**src/rtl/sr_pkg.sv**
```systemverilog
// Shared constants and types for the sector reader.
// Assumes: device register map and status bit layout as listed below.
package sr_pkg;
    localparam logic [6:0]  DREG_STATUS = 7'h02;
    localparam logic [6:0]  DREG_LBA_LO = 7'h10;
    localparam logic [6:0]  DREG_LBA_HI = 7'h11;
    localparam logic [6:0]  DREG_CMD    = 7'h12;
    localparam logic [6:0]  DREG_LOCK   = 7'h18;
    localparam logic [6:0]  DREG_DATA   = 7'h40;
    localparam logic [15:0] CMD_READ    = 16'h0020;
    localparam int          ST_LOCK_BIT = 0;
    localparam int          ST_RDY_BIT  = 1;

    localparam logic [2:0]  CA_LBA_LO = 3'd0;
    localparam logic [2:0]  CA_LBA_HI = 3'd1;
    localparam logic [2:0]  CA_OFFSET = 3'd2;
    localparam logic [2:0]  CA_CTRL   = 3'd3;
    localparam logic [2:0]  CA_DATA   = 3'd4;

    typedef enum logic [3:0] {
        SQ_IDLE, SQ_LOCK, SQ_LOCK_POLL, SQ_LBA_LO, SQ_LBA_HI,
        SQ_CMD, SQ_RDY_POLL, SQ_BURST, SQ_UNLOCK, SQ_FINISH
    } seq_state_t;
endpackage

```
**src/rtl/sr_dev_port.sv**
```systemverilog
// Device access engine: turns a one-cycle command into a request held until
// the device acknowledges it, then returns a one-cycle done pulse with the
// read result kept in a hold register.
// Assumes: cmd_valid is only raised while no access is outstanding.
module sr_dev_port #(
    parameter int AW = 7,
    parameter int DW = 16
) (
    input  logic          clk,
    input  logic          rst_n,
    input  logic          cmd_valid,
    input  logic          cmd_we,
    input  logic [AW-1:0] cmd_addr,
    input  logic [DW-1:0] cmd_wdata,
    output logic          cmd_done,
    output logic [DW-1:0] cmd_rdata,
    output logic          dev_req,
    output logic          dev_we,
    output logic [AW-1:0] dev_addr,
    output logic [DW-1:0] dev_wdata,
    input  logic [DW-1:0] dev_rdata,
    input  logic          dev_ack
);
    logic busy;

    // Launch, hold and retire one device access.
    always_ff @(posedge clk) begin
        if (!rst_n) begin
            busy      <= 1'b0;
            cmd_done  <= 1'b0;
            dev_we    <= 1'b0;
            dev_addr  <= '0;
            dev_wdata <= '0;
            cmd_rdata <= '0;
        end else begin
            cmd_done <= 1'b0;
            if (!busy && cmd_valid) begin
                busy      <= 1'b1;
                dev_we    <= cmd_we;
                dev_addr  <= cmd_addr;
                dev_wdata <= cmd_wdata;
            end else if (busy && dev_ack) begin
                busy     <= 1'b0;
                cmd_done <= 1'b1;
                if (!dev_we) cmd_rdata <= dev_rdata;
            end
        end
    end

    assign dev_req = busy;

    AST_REQ_HOLD: assert property (@(posedge clk) disable iff (!rst_n)
        (dev_req && !dev_ack) |=> (dev_req && $stable(dev_addr) && $stable(dev_wdata) && $stable(dev_we)));
    AST_ONE_OUTSTANDING: assert property (@(posedge clk) disable iff (!rst_n)
        cmd_valid |-> !dev_req);
endmodule

```
**src/rtl/sr_sector_seq.sv**
```systemverilog
// Sector fill sequencer: lock, address, command, ready polling, data bursts
// and unlock, one device access at a time through sr_dev_port.
// Assumes: start is only given while idle; the address is latched on start.
module sr_sector_seq
    import sr_pkg::*;
#(
    parameter int LBA_W       = 28,
    parameter int DW          = 16,
    parameter int AW          = 7,
    parameter int WORDS       = 256,
    parameter int BURST_WORDS = 16,
    localparam int IDX_W      = $clog2(WORDS),
    localparam int BCNT_W     = $clog2(BURST_WORDS),
    localparam int HI_W       = LBA_W - DW
) (
    input  logic             clk,
    input  logic             rst_n,
    input  logic             start,
    input  logic [LBA_W-1:0] lba_in,
    output logic             busy,
    output logic             done,
    output logic             cmd_valid,
    output logic             cmd_we,
    output logic [AW-1:0]    cmd_addr,
    output logic [DW-1:0]    cmd_wdata,
    input  logic             cmd_done,
    input  logic [DW-1:0]    cmd_rdata,
    output logic             wr_en,
    output logic [IDX_W-1:0] wr_idx,
    output logic [DW-1:0]    wr_data
);
    seq_state_t        state;
    logic              waiting;
    logic [LBA_W-1:0]  lba_q;
    logic [IDX_W-1:0]  widx;
    logic [BCNT_W-1:0] bcnt;

    // Choose the device access that belongs to the current step.
    always_comb begin
        cmd_we    = 1'b0;
        cmd_addr  = DREG_STATUS;
        cmd_wdata = '0;
        unique case (state)
            SQ_LOCK:   begin cmd_we = 1'b1; cmd_addr = DREG_LOCK; cmd_wdata = DW'(1); end
            SQ_LBA_LO: begin cmd_we = 1'b1; cmd_addr = DREG_LBA_LO; cmd_wdata = lba_q[DW-1:0]; end
            SQ_LBA_HI: begin cmd_we = 1'b1; cmd_addr = DREG_LBA_HI;
                             cmd_wdata = {{(DW-HI_W){1'b0}}, lba_q[LBA_W-1:DW]}; end
            SQ_CMD:    begin cmd_we = 1'b1; cmd_addr = DREG_CMD; cmd_wdata = CMD_READ; end
            SQ_BURST:  cmd_addr = DREG_DATA;
            SQ_UNLOCK: begin cmd_we = 1'b1; cmd_addr = DREG_LOCK; end
            default:   cmd_addr = DREG_STATUS;
        endcase
    end

    assign cmd_valid = (state != SQ_IDLE) && (state != SQ_FINISH) && !waiting;
    assign busy      = (state != SQ_IDLE);
    assign done      = (state == SQ_FINISH);
    assign wr_en     = (state == SQ_BURST) && cmd_done;
    assign wr_idx    = widx;
    assign wr_data   = cmd_rdata;

    // Step through the fill sequence as each access retires.
    always_ff @(posedge clk) begin
        if (!rst_n) begin
            state   <= SQ_IDLE;
            waiting <= 1'b0;
            lba_q   <= '0;
            widx    <= '0;
            bcnt    <= '0;
        end else if (state == SQ_IDLE) begin
            waiting <= 1'b0;
            if (start) begin
                lba_q <= lba_in;
                widx  <= '0;
                bcnt  <= '0;
                state <= SQ_LOCK;
            end
        end else if (state == SQ_FINISH) begin
            state <= SQ_IDLE;
        end else begin
            if (cmd_done)       waiting <= 1'b0;
            else if (cmd_valid) waiting <= 1'b1;
            if (cmd_done) begin
                unique case (state)
                    SQ_LOCK:      state <= SQ_LOCK_POLL;
                    SQ_LOCK_POLL: if (cmd_rdata[ST_LOCK_BIT]) state <= SQ_LBA_LO;
                    SQ_LBA_LO:    state <= SQ_LBA_HI;
                    SQ_LBA_HI:    state <= SQ_CMD;
                    SQ_CMD:       state <= SQ_RDY_POLL;
                    SQ_RDY_POLL:  if (cmd_rdata[ST_RDY_BIT]) state <= SQ_BURST;
                    SQ_BURST: begin
                        widx <= widx + 1'b1;
                        bcnt <= bcnt + 1'b1;
                        if (bcnt == BCNT_W'(BURST_WORDS - 1)) begin
                            state <= (widx == IDX_W'(WORDS - 1)) ? SQ_UNLOCK : SQ_RDY_POLL;
                        end
                    end
                    SQ_UNLOCK:    state <= SQ_FINISH;
                    default:      state <= SQ_IDLE;
                endcase
            end
        end
    end

    AST_DATA_AFTER_READY: assert property (@(posedge clk) disable iff (!rst_n)
        (state == SQ_BURST && $past(state) == SQ_RDY_POLL) |-> $past(cmd_rdata[ST_RDY_BIT]));
    AST_ADDR_AFTER_LOCK: assert property (@(posedge clk) disable iff (!rst_n)
        (state == SQ_LBA_LO && $past(state) == SQ_LOCK_POLL) |-> $past(cmd_rdata[ST_LOCK_BIT]));
    AST_UNLOCK_FULL: assert property (@(posedge clk) disable iff (!rst_n)
        (state == SQ_UNLOCK && $past(state) == SQ_BURST) |-> (widx == '0));
endmodule

```
**src/rtl/sr_sector_buf.sv**
```systemverilog
// Sector word store: one synchronous write port from the sequencer and one
// combinational read port for the processor data register.
// Assumes: WORDS is a power of two.
module sr_sector_buf #(
    parameter int WORDS = 256,
    parameter int DW    = 16,
    localparam int IDX_W = $clog2(WORDS)
) (
    input  logic             clk,
    input  logic             wr_en,
    input  logic [IDX_W-1:0] wr_idx,
    input  logic [DW-1:0]    wr_data,
    input  logic [IDX_W-1:0] rd_idx,
    output logic [DW-1:0]    rd_data
);
    logic [DW-1:0] mem [WORDS];

    // Store each word delivered by the device.
    always_ff @(posedge clk) begin
        if (wr_en) mem[wr_idx] <= wr_data;
    end

    assign rd_data = mem[rd_idx];
endmodule

```
**src/rtl/sr_cpu_regs.sv**
```systemverilog
// Processor-facing registers: address halves, word pointer, control/status,
// and the data window with pointer auto-increment.
// Assumes: one-cycle accesses; read data is consumed in the access cycle.
module sr_cpu_regs
    import sr_pkg::*;
#(
    parameter int LBA_W = 28,
    parameter int DW    = 16,
    parameter int IDX_W = 8,
    localparam int HI_W = LBA_W - DW
) (
    input  logic             clk,
    input  logic             rst_n,
    input  logic             cpu_sel,
    input  logic             cpu_we,
    input  logic [2:0]       cpu_addr,
    input  logic [DW-1:0]    cpu_wdata,
    output logic [DW-1:0]    cpu_rdata,
    input  logic             busy,
    input  logic             done,
    input  logic [DW-1:0]    buf_rdata,
    output logic             start,
    output logic [LBA_W-1:0] lba,
    output logic [IDX_W-1:0] rd_idx
);
    logic [DW-1:0]    lba_lo;
    logic [HI_W-1:0]  lba_hi;
    logic [IDX_W-1:0] offset;
    logic [DW-1:0]    status;
    logic             wr_acc, rd_acc;

    assign wr_acc = cpu_sel && cpu_we;
    assign rd_acc = cpu_sel && !cpu_we;
    assign start  = wr_acc && (cpu_addr == CA_CTRL) && !cpu_wdata[DW-1]
                    && (cpu_wdata != '0) && !busy;
    assign lba    = {lba_hi, lba_lo};
    assign rd_idx = offset;

    // Hold the block address written by software.
    always_ff @(posedge clk) begin
        if (!rst_n) begin
            lba_lo <= '0;
            lba_hi <= '0;
        end else if (wr_acc && cpu_addr == CA_LBA_LO) begin
            lba_lo <= cpu_wdata;
        end else if (wr_acc && cpu_addr == CA_LBA_HI) begin
            lba_hi <= cpu_wdata[HI_W-1:0];
        end
    end

    // Zero on start, negative on completion.
    always_ff @(posedge clk) begin
        if (!rst_n)     status <= '0;
        else if (start) status <= '0;
        else if (done)  status <= {1'b1, {(DW-1){1'b0}}};
    end

    // Word pointer: cleared on start, loaded by software, bumped by data reads.
    always_ff @(posedge clk) begin
        if (!rst_n)                                offset <= '0;
        else if (start)                            offset <= '0;
        else if (wr_acc && cpu_addr == CA_OFFSET)  offset <= cpu_wdata[IDX_W-1:0];
        else if (rd_acc && cpu_addr == CA_DATA)    offset <= offset + 1'b1;
    end

    // Read-back multiplexer.
    always_comb begin
        unique case (cpu_addr)
            CA_LBA_LO: cpu_rdata = lba_lo;
            CA_LBA_HI: cpu_rdata = {{(DW-HI_W){1'b0}}, lba_hi};
            CA_OFFSET: cpu_rdata = {{(DW-IDX_W){1'b0}}, offset};
            CA_CTRL:   cpu_rdata = status;
            CA_DATA:   cpu_rdata = buf_rdata;
            default:   cpu_rdata = '0;
        endcase
    end

    AST_STATUS_ZERO_BUSY: assert property (@(posedge clk) disable iff (!rst_n)
        busy |-> (status == '0));
    AST_DONE_NEGATIVE: assert property (@(posedge clk) disable iff (!rst_n)
        done |=> status[DW-1]);
    AST_BAD_START_IGNORED: assert property (@(posedge clk) disable iff (!rst_n)
        (wr_acc && cpu_addr == CA_CTRL && !busy && (cpu_wdata == '0 || cpu_wdata[DW-1]))
        |=> ($stable(status) && !busy));
    AST_OFFSET_WRAP: assert property (@(posedge clk) disable iff (!rst_n)
        (rd_acc && cpu_addr == CA_DATA && offset == '1) |=> (offset == '0));
    AST_START_CLEARS_OFFSET: assert property (@(posedge clk) disable iff (!rst_n)
        start |=> (offset == '0));
endmodule

```
**src/rtl/sector_reader.sv**
```systemverilog
// Top of the sector reader: processor registers, fill sequencer, device
// access engine and sector store.
// Assumes: one clock domain shared with the storage controller port.
module sector_reader #(
    parameter int LBA_W        = 28,
    parameter int DW           = 16,
    parameter int DEV_AW       = 7,
    parameter int SECTOR_BYTES = 512,
    parameter int BURST_BYTES  = 32
) (
    input  logic              clk,
    input  logic              rst_n,
    input  logic              cpu_sel,
    input  logic              cpu_we,
    input  logic [2:0]        cpu_addr,
    input  logic [DW-1:0]     cpu_wdata,
    output logic [DW-1:0]     cpu_rdata,
    output logic              dev_req,
    output logic              dev_we,
    output logic [DEV_AW-1:0] dev_addr,
    output logic [DW-1:0]     dev_wdata,
    input  logic [DW-1:0]     dev_rdata,
    input  logic              dev_ack
);
    localparam int WORDS       = SECTOR_BYTES / (DW / 8);
    localparam int BURST_WORDS = BURST_BYTES / (DW / 8);
    localparam int IDX_W       = $clog2(WORDS);

    logic              start, busy, done;
    logic [LBA_W-1:0]  lba;
    logic [IDX_W-1:0]  rd_idx, wr_idx;
    logic [DW-1:0]     buf_rdata, wr_data, cmd_wdata, cmd_rdata;
    logic              wr_en, cmd_valid, cmd_we, cmd_done;
    logic [DEV_AW-1:0] cmd_addr;

    sr_cpu_regs #(.LBA_W(LBA_W), .DW(DW), .IDX_W(IDX_W)) u_regs (
        .clk(clk), .rst_n(rst_n), .cpu_sel(cpu_sel), .cpu_we(cpu_we),
        .cpu_addr(cpu_addr), .cpu_wdata(cpu_wdata), .cpu_rdata(cpu_rdata),
        .busy(busy), .done(done), .buf_rdata(buf_rdata), .start(start),
        .lba(lba), .rd_idx(rd_idx)
    );

    sr_sector_seq #(.LBA_W(LBA_W), .DW(DW), .AW(DEV_AW), .WORDS(WORDS),
                    .BURST_WORDS(BURST_WORDS)) u_seq (
        .clk(clk), .rst_n(rst_n), .start(start), .lba_in(lba), .busy(busy),
        .done(done), .cmd_valid(cmd_valid), .cmd_we(cmd_we), .cmd_addr(cmd_addr),
        .cmd_wdata(cmd_wdata), .cmd_done(cmd_done), .cmd_rdata(cmd_rdata),
        .wr_en(wr_en), .wr_idx(wr_idx), .wr_data(wr_data)
    );

    sr_dev_port #(.AW(DEV_AW), .DW(DW)) u_port (
        .clk(clk), .rst_n(rst_n), .cmd_valid(cmd_valid), .cmd_we(cmd_we),
        .cmd_addr(cmd_addr), .cmd_wdata(cmd_wdata), .cmd_done(cmd_done),
        .cmd_rdata(cmd_rdata), .dev_req(dev_req), .dev_we(dev_we),
        .dev_addr(dev_addr), .dev_wdata(dev_wdata), .dev_rdata(dev_rdata),
        .dev_ack(dev_ack)
    );

    sr_sector_buf #(.WORDS(WORDS), .DW(DW)) u_buf (
        .clk(clk), .wr_en(wr_en), .wr_idx(wr_idx), .wr_data(wr_data),
        .rd_idx(rd_idx), .rd_data(buf_rdata)
    );
endmodule

```
**config.mk**
```make
export PLATFORM = sky130hd
export DESIGN_NAME = sector_reader
export DESIGN_NICKNAME = d
export VERILOG_FILES = /design/src/rtl/sr_pkg.sv /design/src/rtl/sr_dev_port.sv /design/src/rtl/sr_sector_seq.sv /design/src/rtl/sr_sector_buf.sv /design/src/rtl/sr_cpu_regs.sv /design/src/rtl/sector_reader.sv
export SDC_FILE = /design/constraint.sdc
export NUM_CORES = 2
export LEC_CHECK = 0
export BUFFER_PORTS_ARGS = -buffer_cell sky130_fd_sc_hd__buf_2
export CAP_MARGIN = 5
export CORE_ASPECT_RATIO = 0.5
export CORE_MARGIN = 4
export CORE_UTILIZATION = 33
export CTS_BUF_LIST = sky130_fd_sc_hd__clkbuf_4
export DETAILED_ROUTE_END_ITERATION = 6
export SLEW_MARGIN = 20
export SYNTH_ARGS = -nofsm -noshare
export SYNTH_HDL_FRONTEND = slang
export SYNTH_SLANG_ARGS = --single-unit
```
**constraint.sdc**
```tcl
create_clock -name clk -period 12.55 [get_ports clk]
set_input_delay 3.765 -clock clk [delete_from_list [all_inputs] [get_ports clk]]
set_output_delay 3.765 -clock clk [all_outputs]
set_load 0.03 [all_outputs]
```
Word level (Yosys, flattened, before mapping)
Memory sizes are Yosys's and may differ from the RTL's. A register that Yosys moved wholly into a read port is not among the register bits.
Index checks and enable logic that the tools add are counted.
W data, S select, Z words.
Operators by class
  add/sub/neg operators: 3
  equal/unequal tests: 21
  muxes and demuxes: 34
  bitwise gates (word level): 5
  reduce and logical (&&, ||, !) cells: 41
Operator list (count)
  $pmux W16 S5: 1
  $mux W8: 9
  $pmux W16 S4: 1
  $mux W4: 13
  $pmux W7 S5: 1
  $pmux W4 S8: 1
  $add A8 B1 Y8 const B: 2
  $eq A4 B3 Y1 const B: 4
  $reduce_bool A16 Y1: 1
  $logic_and A1 B1 Y1: 15
  $eq A4 B4 Y1 const B: 3
  $reduce_bool A2 Y1: 5
  $eq A4 B2 Y1 const B: 2
  $eq A8 B8 Y1 const B: 1
  $mux W1: 8
  $ne A4 B2 Y1 const B: 2
  $ne A4 B4 Y1 const B: 2
  $reduce_or A2 Y1: 4
  $eq A3 B2 Y1 const B: 2
  $reduce_and A2 Y1: 3
  $logic_not A1 Y1: 5
  $not A1 Y1: 5
  $reduce_and A5 Y1: 1
  $reduce_or A5 Y1: 1
  12 further kinds: 12
Storage, ports and cells
  bits in registers: 124
  bits in writable memories: 4096
  input port bits: 40
  logic and storage cells: 120
  memories: 1
Memories
  u_buf.mem: words 256, width 16, read ports 1, clocked after memory_dff 1, write ports 1, RTL line sr_sector_buf.sv:16  | logic [DW-1:0] mem [WORDS];

Depth between registers and ports, before layout
  depth after elaboration: 7
  mapped depth: 13

By module
From an unflattened synthesis, not the netlist that was laid out.
Second synthesis, totals
  cells, all modules: 8079
  area total of the unflattened synthesis: 164362.6 um2
Modules (own cells, without submodules)
  sr_sector_buf: times used 1, cells each 7344, area each 158394.4 um2, seq. area each 122998.0 um2
  sr_sector_seq: times used 1, cells each 299, area each 2334.7 um2, seq. area each 900.9 um2
  sr_cpu_regs: times used 1, cells each 253, area each 2000.7 um2, seq. area each 740.7 um2
  sr_dev_port: times used 1, cells each 183, area each 1632.8 um2, seq. area each 840.8 um2

Worst setup path after synthesis
Ideal clock, no wire load.
  kind: in2out
  start point: in cpu_addr[1]
  end point: out cpu_rdata[15]
  arrival: 6.158 ns
  data required time: 8.785 ns
  path slack: 2.627 ns
  stages on the path: 4
  buffers on the path: 2
  cell sequence: clkbuf_1 -> buf_1 -> nand4b_1 -> a2111oi_0
Between the ends
  cells in the longest elaborated chain, start to end: 2
  elaborated cells on any way between the ends: 6
RTL lines
  start, declared: RTL line sector_reader.sv:15  | input logic [2:0] cpu_addr,
  $eq A3 B3 Y1, or another cell as far along: RTL line sr_cpu_regs.sv:68  | unique case (cpu_addr)
  $pmux W16 S5 (*): RTL line sr_cpu_regs.sv:68
  end, declared: RTL line sector_reader.sv:17  | output logic [DW-1:0] cpu_rdata,
Mark *: on every way between the ends. The rest lies on a longest branch, timed or not.

==> impl_metrics.csv <==
group,metric,value,unit
sta,timing.hold.ws,0.4714,ns
sta,fin_skew,0.1648,ns
setup_path,path_cells,"buf_12 -> buf_4 -> mux4_2 -> mux2i_1 -> o21ai_0 -> nand2_1 -> nor3_1 -> a2111oi_0 -> nor4_2 -> buf_4 -> buf_2",
sta,rsz0062_at_grt,"false",
setup_path,criticalPathCategory,"reg -> out",
layout,drive_above_1_share,32.23,%
grt,grt_overflow,0,
floorplanning,core_area,491600,um2
power_and_ir_drop,power,0.02655,W
floorplanning,initial_core_util,33.12,%
grt,grt_pass1_vias,85077,
setup_path,crit_top_cell,"buf_4",
setup_path,crit_arrival,7.09,ns
sta,worst_slew_margin_rel,17.20,%
detailed_routing,via_per_inst,5.360,
detailed_routing,drcViolationCount,0,
detailed_routing,post_drt_wl_per_cell,28.31,um
sta,fin_setup_tns,0,ns
power_and_ir_drop,powerDensity,143.4,nW/um2
grt,grt.total_usage,17.32,%
detailed_routing,dr.pass1.iters,5,
setup_path,crit_path_start_kind,"flip-flop",
place,io_buffers,78,
detailed_routing,final_antenna_net_count,0,
floorplanning,die_area,505400,um2
yosys,yosysSeqAreaShare,77.14,%
cts,h-tree-depth,6,
sta,fin_ws,1.693,ns
sta,worst_pin_slew,1.237,ns
layout,final_area,185100,um2
cts,cts_sinks,4226,
sta,fin_crit_sh,86.51,%
detailed_routing,drtIter0Drc,11353,
power_and_ir_drop,leakagePower,52.77,nW
grt,grt_pass1_wl,640100,um
place,dp_slack,2.177,ns
place,dpl.hpwl,268600,um
cts,cts_repair_resize_count,0,
setup_path,r2r.worst_path.cells,7,
sta,setup_viol,0,
floorplanning,ioPinCount,81,
yosys,synth_ff_type,"edfxtp_1",
floorplanning,die_x,1001,um
setup_path,critPathMaxFanout,68,
floorplanning,rows,182,
yosys,avgSynthCellArea,21.15,um2
yosys,syn-cell-area,162800,um2
cts,clk_pin_slew_worst_paths,0.07,ns
power_and_ir_drop,ir_drop,0.09027,mV
min_path,worstHoldPathType,"reg -> reg",
sta,drv_slew,0,
place,placed_cell_area,172900,um2
sta,finalHoldViolCount,0,
setup_path,cpMaxStageDelayCell,"nor3_1",
setup_path,cp.required,8.78,ns
sta,fin_crit,10.86,ns
place,gp_congestion,0.8699,
yosys,synth_warnings,0,
setup_path,reg2reg_to,"u_buf.mem[172][13]$_DFFE_PP_",
setup_path,critPathCaptureType,"primary output",
cts,numCtsBuffers,947,
sta,fmaxAchievable,0.09211,GHz
grt,antenna_found_initial,34,
cts,post_cts_buffers,0,
layout,fill_cells,44694,
cts,clock-root-buffer,"clkbuf_4",
cts,clock_latency,1.49,ns
outcome,outcome,"completed",
yosys,async_reset_ff_share,0,%
layout,syn_to_final_growth,13.70,%
setup_path,reg2reg_from,"u_seq.state[0]$_SDFFE_PN0P_",
run,maxCapViolCount,0,
detailed_routing,vias,85740,
setup_path,endpoint,"cpu_rdata[8]",
yosys,syn_inst,7700,
layout,final_nets,8756,
yosys,synth_seq_cells,4226,
setup_path,rrSetupSlack,8.03,ns
yosys,synth_edf_count,4096,
cts,cts_tree,"built",
setup_path,cpPeakStageDelay,0.91,ns
grt,grt_start_max_net_pins,202,
detailed_routing,drt-total-wl,452900,um
yosys,synth_cell_types,65,
min_path,hold_depth,2,
cts,clock_path_buffers,4,
floorplanning,dieHeight,504.7,um
cts,cts_hold_repair.buffers,0,
==> how the worst min path moves through the flow <==
stage,startpoint,endpoint,slack (ns)
2_1_floorplan,u_seq.lba_q[12]$_SDFFE_PN0P_,u_port.dev_wdata[12]$_SDFFE_PN0P_,0.45
3_3_place_gp,u_port.dev_addr[4]$_SDFFE_PN0P_,u_port.dev_addr[4]$_SDFFE_PN0P_,0.45
3_5_place_dp,u_port.dev_addr[4]$_SDFFE_PN0P_,u_port.dev_addr[4]$_SDFFE_PN0P_,0.46
4_1_cts,u_port.dev_addr[6]$_SDFFE_PN0P_,u_port.dev_addr[6]$_SDFFE_PN0P_,0.47
5_1_grt,u_port.dev_addr[4]$_SDFFE_PN0P_,u_port.dev_addr[4]$_SDFFE_PN0P_,0.49
6_report,u_port.dev_addr[6]$_SDFFE_PN0P_,u_port.dev_addr[6]$_SDFFE_PN0P_,0.47
==> power breakdown <==
group | total, W | switching, W | internal (W) | leakage [nW]
logic | 0.000453 | 0.000284 | 0.000170 | 11.0
clock network | 0.0108 | 0.00539 | 0.00544 | 7.22
registers | 0.0153 | 0.0000164 | 0.0153 | 34.5
total | 0.0266 | 0.00569 | 0.0209 | 52.8
==> flip-flops by register name (all words and copies together), names as in the netlist, 4 cells and up, named ones only <==
name              count
u_buf.mem          4096
u_seq.lba_q          28
u_port.cmd_rdata     16
u_port.dev_wdata     16
u_regs.lba_lo        16
u_regs.lba_hi        12
u_regs.rd_idx         8
u_seq.wr_idx          8
u_port.dev_addr       5
u_seq.bcnt            4
u_seq.state           4
==> through the flow <==
step           std cells  util [%]
2_1_floorplan       7701         -
3_3_place_gp       14288     35.16
3_5_place_dp       14290     35.16
4_1_cts            15978     37.64
5_1_grt            15985     37.65
6_report           15996     37.65
==> cells by family (layout without fill, tap and decap cells) <==
logic type               after synthesis  after routing  synth area share (%)
multiplexers                        1307           1307                 15.28
adder cells (fa/ha/maj)                6              6               0.04611
AND/OR/NAND/NOR                      843            843                 2.292
other                                  1             17              0.002303
buffers and inverters                472           2220                 1.555
flip-flops                          4226           4226                 77.14
AO/OA/AOI/OAI                        836            836                 3.638
XOR/XNOR                               9              9               0.04842
==> worst max-delay path, delay by kind of cell (launching register included) <==
| kind | cells | cell delay (ns) |
|---|---|---|
| buffers and inverters | 4 | 1.71 |
| AO/OA/AOI/OAI | 2 | 0.89 |
| AND/OR/NAND/NOR | 3 | 1.66 |
| multiplexers | 2 | 0.42 |
| flip-flops | 1 | 0.76 |
==> area by class of cell <==
type	instances	area, um2	share of cell area, %
inverter	5	28.78	0.01554
clock inverter	270	1501	0.8110
clock buffer	1418	10650	5.750
sequential	4226	125700	67.89
multi-input combinational	3003	34980	18.90
tap	6532	8173	4.415
antenna	15	37.54	0.02028
timing repair buffer	527	4076	2.202
==> per-layer routing <==
layer,global-route usage (%),part of all wire (%)
met1,24.90,42
met3,4.245,10
met5,0,0.014
met2,26.30,46
met4,4.885,2.6
==> placed cells by master (no fill, tap or decap), types with 12 or more instances in the layout <==
master,instances
a211o_1,19
a211oi_1,20
a21boi_0,61
a21oi_1,148
a221oi_1,62
a22o_1,55
a22oi_1,132
a31oi_1,12
and2_1,17
buf_12,24
buf_2,78
buf_4,419
bufinv_16,15
clkbuf_4,1420
clkinv_1,211
dfxtp_1,107
dfxtp_4,22
diode_2,15
edfxtp_1,4096
inv_2,16
mux2i_1,358
mux4_2,942
nand2_1,230
nand2b_1,14
nand3_1,36
nand3_2,13
nand4_1,14
nor2_1,326
nor2_2,21
nor2b_1,50
nor3_1,49
nor4_1,13
o21ai_0,81
o221ai_1,95
o22ai_1,78
==> cells in the mapped netlist (all sizes together) (7+ instances only) <==
library cell / count / area (um2)
edfxtp: 4096 / 123000
mux4: 942 / 21220
mux2i: 359 / 3593
nor2: 352 / 1321
buf: 262 / 1743
nand2: 231 / 867.1
clkbuf: 205 / 769.5
a21oi: 148 / 740.7
a22oi: 132 / 991.0
dfxtp: 130 / 2603
o221ai: 95 / 832.1
o21ai: 91 / 455.4
o22ai: 78 / 488.0
a21boi: 64 / 480.5
a221oi: 64 / 560.5
a22o: 55 / 481.7
nor2b: 54 / 337.8
nor3: 50 / 250.2
nand3: 49 / 245.2
a211oi: 21 / 157.7
nor4: 21 / 131.4
a211o: 19 / 166.4
and2: 19 / 118.9
nand2b: 16 / 100.1
nand4: 14 / 87.58
a31oi: 12 / 75.07
o211ai: 10 / 75.07
a32oi: 8 / 70.07
and3: 8 / 50.05
a2111oi: 7 / 61.31
a31o: 7 / 61.31
xor2: 7 / 61.31
Power figures use the tool's default switching activity.
